`src/rtl/ctl_pkg.sv`:
```
package ctl_pkg;
  localparam int OP_W  = 6;
  localparam int FN_W  = 6;
  localparam int ALU_W = 4;

  typedef enum logic [1:0] {DST_RT = 2'd0, DST_RD = 2'd1, DST_LINK = 2'd2} dst_e;
  typedef enum logic [1:0] {WB_ALU = 2'd0, WB_MEM = 2'd1, WB_LINK = 2'd2} wb_e;
  typedef enum logic [1:0] {PC_SEQ = 2'd0, PC_BR = 2'd1, PC_REG = 2'd2, PC_ABS = 2'd3} pc_e;
  typedef enum logic [ALU_W-1:0] {
    ALU_ADD = 4'd0, ALU_SUB = 4'd1, ALU_AND = 4'd2, ALU_OR = 4'd3,
    ALU_XOR = 4'd4, ALU_NOR = 4'd5, ALU_SLT = 4'd6
  } alu_e;

  typedef enum logic [3:0] {
    CL_BAD, CL_RR, CL_ARITH_I, CL_LOGIC_I, CL_LOAD, CL_STORE,
    CL_BR_EQZ, CL_BR_NEZ, CL_JUMP, CL_JLINK
  } cls_e;

  typedef enum logic [1:0] {FK_BAD, FK_ALU, FK_JREG, FK_JREG_LINK} fkind_e;

  localparam logic [OP_W-1:0] OPC_RR    = 6'h00;
  localparam logic [OP_W-1:0] OPC_J     = 6'h02;
  localparam logic [OP_W-1:0] OPC_JAL   = 6'h03;
  localparam logic [OP_W-1:0] OPC_BEQZ  = 6'h04;
  localparam logic [OP_W-1:0] OPC_BNEZ  = 6'h05;
  localparam logic [OP_W-1:0] OPC_ADDI  = 6'h08;
  localparam logic [OP_W-1:0] OPC_SLTI  = 6'h0A;
  localparam logic [OP_W-1:0] OPC_ANDI  = 6'h0C;
  localparam logic [OP_W-1:0] OPC_ORI   = 6'h0D;
  localparam logic [OP_W-1:0] OPC_XORI  = 6'h0E;
  localparam logic [OP_W-1:0] OPC_LW    = 6'h23;
  localparam logic [OP_W-1:0] OPC_SW    = 6'h2B;

  localparam logic [FN_W-1:0] FN_JR   = 6'h08;
  localparam logic [FN_W-1:0] FN_JALR = 6'h09;
  localparam logic [FN_W-1:0] FN_ADD  = 6'h20;
  localparam logic [FN_W-1:0] FN_SUB  = 6'h22;
  localparam logic [FN_W-1:0] FN_AND  = 6'h24;
  localparam logic [FN_W-1:0] FN_OR   = 6'h25;
  localparam logic [FN_W-1:0] FN_XOR  = 6'h26;
  localparam logic [FN_W-1:0] FN_NOR  = 6'h27;
  localparam logic [FN_W-1:0] FN_SLT  = 6'h2A;

  typedef struct packed {
    logic  reg_we;
    dst_e  dst;
    logic  ext_zero;
    alu_e  alu;
    logic  b_imm;
    logic  mem_we;
    wb_e   wb;
  } ctl_t;

  localparam ctl_t CTL_IDLE = '{
    reg_we: 1'b0, dst: DST_RT, ext_zero: 1'b0, alu: ALU_ADD,
    b_imm: 1'b0, mem_we: 1'b0, wb: WB_ALU
  };
endpackage

```
`src/rtl/ctl_opdec.sv`:
```
module ctl_opdec
  import ctl_pkg::*;
(
  input  logic [OP_W-1:0] opcode,
  output cls_e            cls,
  output alu_e            imm_alu
);
  always_comb begin
    cls     = CL_BAD;
    imm_alu = ALU_ADD;
    case (opcode)
      OPC_RR:   cls = CL_RR;
      OPC_ADDI: cls = CL_ARITH_I;
      OPC_SLTI: begin cls = CL_ARITH_I; imm_alu = ALU_SLT; end
      OPC_ANDI: begin cls = CL_LOGIC_I; imm_alu = ALU_AND; end
      OPC_ORI:  begin cls = CL_LOGIC_I; imm_alu = ALU_OR;  end
      OPC_XORI: begin cls = CL_LOGIC_I; imm_alu = ALU_XOR; end
      OPC_LW:   cls = CL_LOAD;
      OPC_SW:   cls = CL_STORE;
      OPC_BEQZ: cls = CL_BR_EQZ;
      OPC_BNEZ: cls = CL_BR_NEZ;
      OPC_J:    cls = CL_JUMP;
      OPC_JAL:  cls = CL_JLINK;
      default:  cls = CL_BAD;
    endcase
  end
endmodule

```
`src/rtl/ctl_funcdec.sv`:
```
module ctl_funcdec
  import ctl_pkg::*;
(
  input  logic [FN_W-1:0] func,
  output fkind_e          kind,
  output alu_e            alu
);
  always_comb begin
    kind = FK_ALU;
    alu  = ALU_ADD;
    case (func)
      FN_ADD:  alu = ALU_ADD;
      FN_SUB:  alu = ALU_SUB;
      FN_AND:  alu = ALU_AND;
      FN_OR:   alu = ALU_OR;
      FN_XOR:  alu = ALU_XOR;
      FN_NOR:  alu = ALU_NOR;
      FN_SLT:  alu = ALU_SLT;
      FN_JR:   kind = FK_JREG;
      FN_JALR: kind = FK_JREG_LINK;
      default: kind = FK_BAD;
    endcase
  end
endmodule

```
`src/rtl/ctl_nextpc.sv`:
```
module ctl_nextpc
  import ctl_pkg::*;
(
  input  cls_e   cls,
  input  fkind_e kind,
  input  logic   rs_zero,
  output pc_e    pc_sel
);
  always_comb begin
    pc_sel = PC_SEQ;
    case (cls)
      CL_BR_EQZ: pc_sel = rs_zero  ? PC_BR : PC_SEQ;
      CL_BR_NEZ: pc_sel = !rs_zero ? PC_BR : PC_SEQ;
      CL_JUMP, CL_JLINK: pc_sel = PC_ABS;
      CL_RR: pc_sel = (kind == FK_JREG || kind == FK_JREG_LINK) ? PC_REG : PC_SEQ;
      default: pc_sel = PC_SEQ;
    endcase
  end
endmodule

```
`src/rtl/ctl_main_dec.sv`:
```
module ctl_main_dec
  import ctl_pkg::*;
(
  input  logic [5:0] opcode,
  input  logic [5:0] func,
  input  logic       rs_zero,
  output logic       reg_we,
  output logic [1:0] dst_sel,
  output logic       ext_zero,
  output logic [3:0] alu_op,
  output logic       b_imm,
  output logic       mem_we,
  output logic [1:0] wb_src,
  output logic [1:0] pc_src
);
  cls_e   cls;
  alu_e   imm_alu;
  fkind_e kind;
  alu_e   fn_alu;
  pc_e    pc_sel;
  ctl_t   w;

  ctl_opdec   u_op (.opcode(opcode), .cls(cls), .imm_alu(imm_alu));
  ctl_funcdec u_fn (.func(func), .kind(kind), .alu(fn_alu));
  ctl_nextpc  u_pc (.cls(cls), .kind(kind), .rs_zero(rs_zero), .pc_sel(pc_sel));

  always_comb begin
    w = CTL_IDLE;
    case (cls)
      CL_RR: begin
        case (kind)
          FK_ALU: begin
            w.reg_we = 1'b1;
            w.dst    = DST_RD;
            w.alu    = fn_alu;
          end
          FK_JREG_LINK: begin
            w.reg_we = 1'b1;
            w.dst    = DST_LINK;
            w.wb     = WB_LINK;
          end
          default: w = CTL_IDLE;
        endcase
      end
      CL_ARITH_I, CL_LOGIC_I: begin
        w.reg_we   = 1'b1;
        w.b_imm    = 1'b1;
        w.alu      = imm_alu;
        w.ext_zero = (cls == CL_LOGIC_I);
      end
      CL_LOAD: begin
        w.reg_we = 1'b1;
        w.b_imm  = 1'b1;
        w.wb     = WB_MEM;
      end
      CL_STORE: begin
        w.mem_we = 1'b1;
        w.b_imm  = 1'b1;
      end
      CL_JLINK: begin
        w.reg_we = 1'b1;
        w.dst    = DST_LINK;
        w.wb     = WB_LINK;
      end
      default: w = CTL_IDLE;
    endcase
  end

  assign reg_we   = w.reg_we;
  assign dst_sel  = w.dst;
  assign ext_zero = w.ext_zero;
  assign alu_op   = w.alu;
  assign b_imm    = w.b_imm;
  assign mem_we   = w.mem_we;
  assign wb_src   = w.wb;
  assign pc_src   = pc_sel;

  // Cross-checks between the control word and the separately decoded next-PC path.
  always_comb begin
    if (mem_we) begin
      assert_store_no_regwrite_R5: assert (!reg_we && b_imm);
    end
    if (pc_src == PC_BR) begin
      assert_branch_no_write_R6: assert (!reg_we && !mem_we && (opcode == OPC_BEQZ || opcode == OPC_BNEZ));
    end
    assert_link_pairing_R8: assert ((wb_src == WB_LINK) == (dst_sel == DST_LINK));
    if (wb_src == WB_LINK) begin
      assert_link_jumps_R9: assert (pc_src == PC_ABS || pc_src == PC_REG);
    end
    if (ext_zero) begin
      assert_zero_ext_imm_R3: assert (b_imm && reg_we);
    end
    if (pc_src == PC_REG) begin
      assert_regjump_rr_only_R9: assert (opcode == OPC_RR);
    end
    if (cls == CL_BAD) begin
      assert_unknown_safe_R10: assert (!reg_we && !mem_we && pc_src == PC_SEQ);
    end
  end
endmodule

```
`config.mk`:
```
export PLATFORM = sky130hd
export DESIGN_NAME = ctl_main_dec
export DESIGN_NICKNAME = d
export VERILOG_FILES = /design/src/rtl/ctl_pkg.sv /design/src/rtl/ctl_opdec.sv /design/src/rtl/ctl_funcdec.sv /design/src/rtl/ctl_nextpc.sv /design/src/rtl/ctl_main_dec.sv
export SDC_FILE = /design/constraint.sdc
export NUM_CORES = 1
export LEC_CHECK = 0
export BUFFER_PORTS_ARGS = -buffer_cell sky130_fd_sc_hd__clkbuf_2
export CAP_MARGIN = 30
export CELL_PAD_IN_SITES_DETAIL_PLACEMENT = 1
export CELL_PAD_IN_SITES_GLOBAL_PLACEMENT = 1
export CORE_AREA = 2 2 39 41
export DETAILED_ROUTE_END_ITERATION = 7
export DIE_AREA = 0 0 41 43
export GPL_TIMING_DRIVEN = 0
export PLACE_DENSITY_LB_ADDON = 0.1
export SLEW_MARGIN = 20
export SYNTH_ARGS = -nofsm -noshare
export SYNTH_HDL_FRONTEND = slang
export SYNTH_SLANG_ARGS = --single-unit
export TNS_END_PERCENT = 5
```
`constraint.sdc`:
```
create_clock -name vclk -period 3.8
set_input_delay 0.38 -clock vclk [all_inputs]
set_output_delay 0.38 -clock vclk [all_outputs]
set_load 0.05 [all_outputs]
```
Word level (Yosys, flattened, before mapping)
Index checks and enable logic that the tools add are counted.

operators by class
  equality and inequality tests = 32
  multiplexer cells = 17
  reduce and logical (&&, ||, !) cells = 9

operators with widths
  kind                                                 count
  equality test 6 bit, second input constant           9
  equality test 6 x 4 -> 1 bit, second input constant  7
  case mux 4 bit (9 select lines)                      1
  case mux 3 bit (6 select lines)                      1
  equality test 4 x 3 -> 1 bit, second input constant  4
  equality test 6 x 2 -> 1 bit, second input constant  2
  equality test 6 x 3 -> 1 bit, second input constant  2
  case mux 2 bit (3 select lines)                      2
  case mux 3 bit (4 select lines)                      1
  case mux 5 bit (2 select lines)                      1
  equality test 4 x 2 -> 1 bit, second input constant  2
  equality test 4 bit, second input constant           2
  case mux 2 bit (4 select lines)                      1
  OR reduction 4 bit                                   2
  OR reduction 7 bit                                   1
  logical NOT 6 bit                                    1
  case mux 3 bit (2 select lines)                      1
  OR reduction 2 bit                                   3
  equality test 2 bit, second input constant           2
  equality test 4 x 1 -> 1 bit, second input constant  1
  two-way mux 1 bit                                    4
  two-way mux 2 bit                                    2
  two-way mux 4 bit                                    1
  case mux 2 bit (2 select lines)                      1
  other kinds (4)                                      4

storage, ports and cells
  flip-flop bits (word level) = 0
  bits of input ports = 13

Depth between registers and ports, before layout
Gate-level depths: netlist of the first run.

  depth after elaboration = 7
  mapped depth = 6
  depth with buffers taken out = 5

Modules after synthesis
Synthesis of the first run repeated with hierarchy kept, for this count alone.

unflattened totals
  cells, all modules = 76
  area total of the unflattened synthesis = 544.3 sq um

by module, submodules not included
  module        instances  cells an instance  area an instance (sq um)  sequential area each (sq um)
  ctl_main_dec  1          23                 201.4                     0.0
  ctl_opdec     1          28                 162.7                     0.0
  ctl_funcdec   1          19                 141.4                     0.0
  ctl_nextpc    1          6                  38.8                      0.0

Worst setup path after synthesis of the first run
No wires, ideal clock.

  path type = input to output
  start = input opcode[0]
  end = output pc_src[0]
  arrival time = 3.106 ns
  required time = 3.420 ns
  setup slack = 0.314 ns
  stages = 5
  path buffers = 0
  cell sequence = or2_2 -> a2111oi_0 -> nor3_1 -> mux2i_1 -> a2111oi_1

between the ends
  cells in the longest elaborated chain, start to end = 6
  elaborated cells between the ends (all ways) = 22
  classes of those cells = eq/ne (16); mux (2); reduce/logical (4)

RTL lines
  element                                                                           RTL line            RTL
  from (decl)                                                                       ctl_main_dec.sv:4   input logic [5:0] opcode,
  equality test 6 x 4 -> 1 bit                                                      ctl_opdec.sv:11     case (opcode)
  OR reduction 3 bit (no source line) / OR reduction 2 bit (equally long branches)  n/a
  case mux 4 bit (9 select lines) *                                                 ctl_opdec.sv:11
  equality test 4 bit                                                               ctl_nextpc.sv:11    case (cls)
  OR reduction 2 bit                                                                ctl_nextpc.sv:11
  case mux 2 bit (4 select lines) *                                                 ctl_nextpc.sv:11
  to (decl)                                                                         ctl_main_dec.sv:14  output logic [1:0] pc_src

Mark *: on every way between the ends. The rest lies on a longest branch, timed or not.

Worst setup path in the final report of the first run
Same ends and word-level chain as after synthesis.

==> results, run 1 <==
- The analysis attributes to net switching a power of 34.4 uW.
- The pin count of the biggest net entering global routing is 11.
- The post-route worst hold slack is 1.19 ns.
- The floorplan step set the die height to 43 um.
- The fraction of power consumed by sequential logic is 0%.
- The flip-flop and latch area is 0 sq um.
- In this run, the number of DRC markers left after iteration 0 of detailed routing was 6.
- The data arrival time at the worst-slack endpoint is 2.26 ns.
- In this design, the critical path's most frequently occurring cell is clkbuf_2.
- Across the run, the number of max-cap violations was 0.
- Port buffering added 26 buffers.
- Along the worst path, the maximum fanout reaches 7.
- The final antenna-violating net count is 0.
- Setup repair after global routing left no endpoint under its margin.
- 27 I/O pins were placed.
- The number of global-route vias before repair came to 485.
- The repair_antennas step left the layout with diodes totalling 0.
- The final hold violation count is 0.
- For this run, the detailed router's first-pass iteration total came to 4.
- The internal power of the cells totals 18.4 uW.
- Of the synthesized area, sequential elements account for 0%.
- For this run, design rule violations remaining after detail routing come to 0.
- The post-layout instance area is 517 sq um.
- The maximum vdd ir drop is 0.0302 mV.
- From synthesis to final layout, the design area changed by 41.0%.
- The worst setup path is launched from an input pin.
- The post-cts repair resize count is 0.
- Summed over its instances, the top area cell type makes up 10.2% of the synthesized netlist area.
- Adding up every negative setup slack in the final design gives 0 ns.
- For this block, the via count after detailed routing is 565.
- Row generation in the floorplan step produced 14 rows.
- After the last flow step, the layout net total stands at 104.
- Setup violations remaining at the end of the flow were counted as 0.
- Summing all multi-input logic gate instances after layout gives 340 sq um.
- Based on the critical path, the design can be clocked at up to 379 MHz.
- The portion of total power attributed to the clock network is 0%.
- The library cells used most frequently in the layout, excluding fill and tap cells, are clkbuf_2, nor2_1, nand2_1, a21oi_1, nor3_1.
- Global routing finished with a remaining overflow of 0.
- The most frequent standard cell in the layout excluding fill and tap cells is clkbuf_2.
- The biggest area contributor in the post-synthesis netlist is nor2_1.
- The cell class contributing the biggest share of worst-path delay is compound AO/OA/AOI/OAI gates.
- The synthesized area divided by synthesized cell count is 5.82 sq um.
- For this run, the total global-route usage over all layers was measured as 14.1%.
- The share of the clock period used by the worst path after layout is 69.5%.
- STA puts the critical path data required time at 3.42 ns.
- In the post-synthesis netlist, the biggest area contributors are nor2_1, a21oi_1, nor4b_1.
- The total cell area at the placement stage is 517 sq um.
- In this design, the stage delay of the slowest critical-path cell is 0.45 ns.
- After detailed routing, the average wire length per cell comes to 11.6 um.
- The initial cell density of the core is 26.5%.
- The analysis attributes to cell leakage a power of 0.000238 uW.
- Traced cell by cell, the critical path runs through clkbuf_2, or2_2, a2111oi_0, nor3_1, mux2i_1, a2111oi_1, clkbuf_2.
- The total of fill cells in the finished design is 204.
- The run finished with clean final reports.
- Counting distinct cell types in the post-synthesis netlist gives 26.
- The post-synthesis cell area is 367 sq um.
- The Yosys warning count is 0.
- In this run, the combinational gates consume 100.0% of the power.
- The clock buffer count is 0.
- Counting both buffers and inverters, the worst setup path holds a total of 2.
- The total nets after synthesis is 76.
- The detailed-route vias per instance is 5.38.
- The class of the tightest hold or removal check is in2out.
- The first global-routing pass estimated 1.89 mm of wire.
- The width of the die is 41 um.
- The total die area is 1760 sq um.
- The number of antenna violations at the first check in global routing is 0.
- The number of buffers inserted by post-CTS setup repair is 0.
- The worst setup path is captured at an output port.
- The cell with the biggest individual delay on the critical path is a2111oi_0.
- The ratio of total power to cell area is 102 nW/um^2.
- After detailed routing, the total wire length is 1.21 mm.
- For this run, the share of the core covered by cells in the final layout is 37.3%.
- The floorplan step defined a core boundary enclosing 1380 sq um.
- The shortest period the worst path allows is 2.64 ns.
- The global placer's final weighted congestion is 0.686.
- The post-synthesis cell count is 63.
- The wire-length estimate of the detail-placed layout is 1.01 mm.
- The design has 0 sequential cells.
- The post-route netlist has 34.8% of its cells at a drive strength greater than 1.
- The switching portion of total power is 65.2%.
- The number of buffers added to fix hold violations after cts is 0.
- The worst setup path is of the in2out kind.
- The final count of pins violating max slew is 0.
power groups by stage:
stage	Clock [uW]	Sequential (uW)	Combinational (uW)
global placement	0	0	52.4
detailed placement	0	0	53.0
finish	0	0	52.8
CTS	0	0	53.2
global route	0	0	58.2
floorplan	0	0	33.5
layout make-up:
type                       instances  area share (%)
multi-input combinational         58            65.9
timing repair buffer              26            25.2
tap                               16            3.87
buffer                             2            2.91
inverter                           3            2.18
per-stage QoR:
stage	cells	worst slack [ns]	power (uW)
2_1_floorplan	63	0.314	33.5
3_3_place_gp	105	1.16	52.4
3_5_place_dp	105	1.17	53.0
4_1_cts	105	1.16	53.2
5_1_grt	105	1.07	58.2
6_report	105	1.16	52.8
cell families after synthesis:
family,count (synthesis),share of synthesized area (%)
simple gates,38,57.0
compound gates,18,32.1
buf+inv,5,7.17
mux,1,2.73
other cells,1,1.02
Yosys cell counts (all sizes together):
cell,n
nor3,4
o21a,1
conb,1
mux2i,1
buf,2
a31oi,1
nand4,1
a32o,1
or2b,1
nor3b,2
nor2,10
nor4,1
a2111oi,2
nand3,2
nand2b,4
a21oi,6
o22ai,2
or2,2
o32ai,2
nor2b,2
nor4b,3
inv,3
nand2,6
o21ai,3
worst paths after layout:
check | startpoint | end | slack [ns] | cells past startpoint
setup / recovery | opcode[0] | pc_src[0] | 1.16 | 7
hold / removal | opcode[5] | pc_src[0] | 1.19 | 3
metal layers:
metal | vias to the layer above | part of all wire, % | global-route usage [%]
met4 | 0 | 0 | 0
li1 | 290 | - | -
met3 | 0 | 5.8 | 0.524
met1 | 260 | 42 | 16.5
met5 | - | 0 | 0
met2 | 15 | 52 | 27.5
Note: power is estimated with default switching activity, not from simulation.
==> run 2: changes to the inputs <==
CORE_AREA = default   (was 2 2 39 41)
CORE_MARGIN = 1   (was default)
CORE_UTILIZATION = 27   (was default)
DIE_AREA = default   (was 0 0 41 43)
clock period = 2.5 ns   (was 3.8 ns; I/O delays follow)
==> results, run 2 (synthesized netlist as in run 1, its figures left out) <==
- The run finished with clean final reports.
- For this run, the post-layout net count is 104.
- The top cell types in the final layout, fill and taps aside, are clkbuf_2, nor2_1, nand2_1, a21oi_1, nor3_1.
- The share of the clock period used by the worst path after layout is 93.3%.
- The number of endpoints failing setup at the final stage is 0.
- The total wire length after detailed routing is 1.23 mm.
- The maximum clock rate is 429 MHz.
- Counting both buffers and inverters, the worst setup path holds a total of 2.
- The detailed-routing iteration count for the pre-antenna-repair pass is 4.
- The tool flagged a number of max-cap violations equal to 0.
- The pin count of the biggest net entering global routing is 11.
- The clock buffer count is 0.
- Of all nets on the critical path, the largest fanout is 8.
- The endpoint kind of the worst setup timing path is an output port.
- After detailed routing, the number of remaining DRC violations is 0.
- The most frequent standard cell in the layout excluding fill and tap cells is clkbuf_2.
- The maximum single-stage delay on the critical path is 0.43 ns.
- The cell class contributing the biggest share of worst-path delay is compound AO/OA/AOI/OAI gates.
- The final antenna-violating net count is 0.
- The number of top-level design ports is 27.
- Data on the critical path is required at its endpoint by 2.25 ns.
- The post-route worst hold slack is 0.931 ns.
- The initial utilization of the core area, before any placement, comes to 30.9%.
- The layout sequential cell count is 0.
- The number of global-route vias before repair came to 474.
- The global placer's final weighted congestion is 0.834.
- The path type of the worst setup path is in2out.
- The vias after detailed routing is 556.
- The area added between synthesis and finish is 45.1%.
- The static leakage power is 0.000240 uW.
- Across every metal layer, demand over resource in global routing totals 17.9%.
- The first global-routing pass estimated 2.01 mm of wire.
- For this design the ratio of total power to cell area is 157 nW/um^2.
- The die covers 1510 sq um.
- The placed instances occupy a cell area of 532 sq um.
- The final count of pins violating max slew is 0.
- The signal on the critical path passes through clkbuf_2, or2_2, a2111oi_0, nor3_1, mux2i_1, a2111oi_4, buf_2.
- The number of antenna violations at the first check in global routing is 0.
- The final hold violation count is 0.
- The startpoint type of the worst setup path is an input pin.
- The largest individual stage delay along the critical path comes from the cell a2111oi_0.
- The worst-case IR drop observed on VDD is 0.0529 mV.
- The class of the tightest hold or removal check is in2out.
- The detailed placement HPWL is 1.01 mm.
- After layout, the minimum clock period comes to 2.33 ns.
- Adding up every negative setup slack in the final design gives 0 ns.
- The first routing iteration left 4 violations.
- Using the TritonRoute via totals, the vias-per-cell ratio works out to 5.40.
- The flip-flop and latch area is 0 sq um.
- The average wire per cell in the routed design is 11.9 um.
- The number of antenna diodes in the final layout is 0.
- The total area inside the core boundary comes to 1190 sq um.
- Buffers placed on the I/O ports in this run total 26.
- The floorplan step set the die height to 38.9 um.
- Global routing finished with a remaining overflow of 0.
- The width of the die is 38.9 um.
- The layout cell share with drive strength beyond 1 is 36.0%.
- After routing the design area is 532 sq um.
- Setup repair after global routing left no endpoint under its margin.
- The data arrival time at the worst-slack endpoint is 2.08 ns.
- Row generation in the floorplan step produced 12 rows.
-- run 2: power by group --
part / leakage, uW / switching (uW) / internal [uW]
Clock: 0 / 0 / 0
Combinational: 0.000240 / 55.0 / 28.7
Sequential: 0 / 0 / 0
Total: 0.000240 / 55.0 / 28.7
-- run 2: metrics by stage --
stage	setup slack, ns	power [uW]	cells	utilization (%)
2_1_floorplan	0.170	52.6	63	-
3_3_place_gp	0.164	82.1	103	44.8
3_5_place_dp	0.162	83.5	103	44.8
4_1_cts	0.144	83.9	103	44.8
5_1_grt	0.00125	92.2	103	44.8
6_report	0.168	83.7	103	44.8
-- run 2: area by class of cell --
class | count | area, sq um
Fill cell | 183 | 654
Buffer | 2 | 15.0
Timing Repair Buffer | 26 | 130
Inverter | 3 | 11.3
Multi-Input combinational cell | 58 | 358
Tap cell | 14 | 17.5
-- run 2: path summary, 6_finish.rpt --
kind | start | slack [ns] | cells past startpoint | to
min | opcode[4] | 0.93 | 3 | pc_src[0]
max | opcode[1] | 0.17 | 7 | pc_src[0]
-- run 2: metal layers --
metal	vias to the layer above	GRT usage, %	part of all wire [%]
li1	289	-	-
met1	248	27.4	52
met2	19	29.2	43
met3	0	0	5.0
met4	0	0	0
met5	-	0	0
-- run 2: repair_timing --
action,CTS,global route
resized for setup,0,1
hold endpoints to repair,0,0
buffers inserted,0,0
hold buffers,0,0
endpoints found under the setup margin,0,1
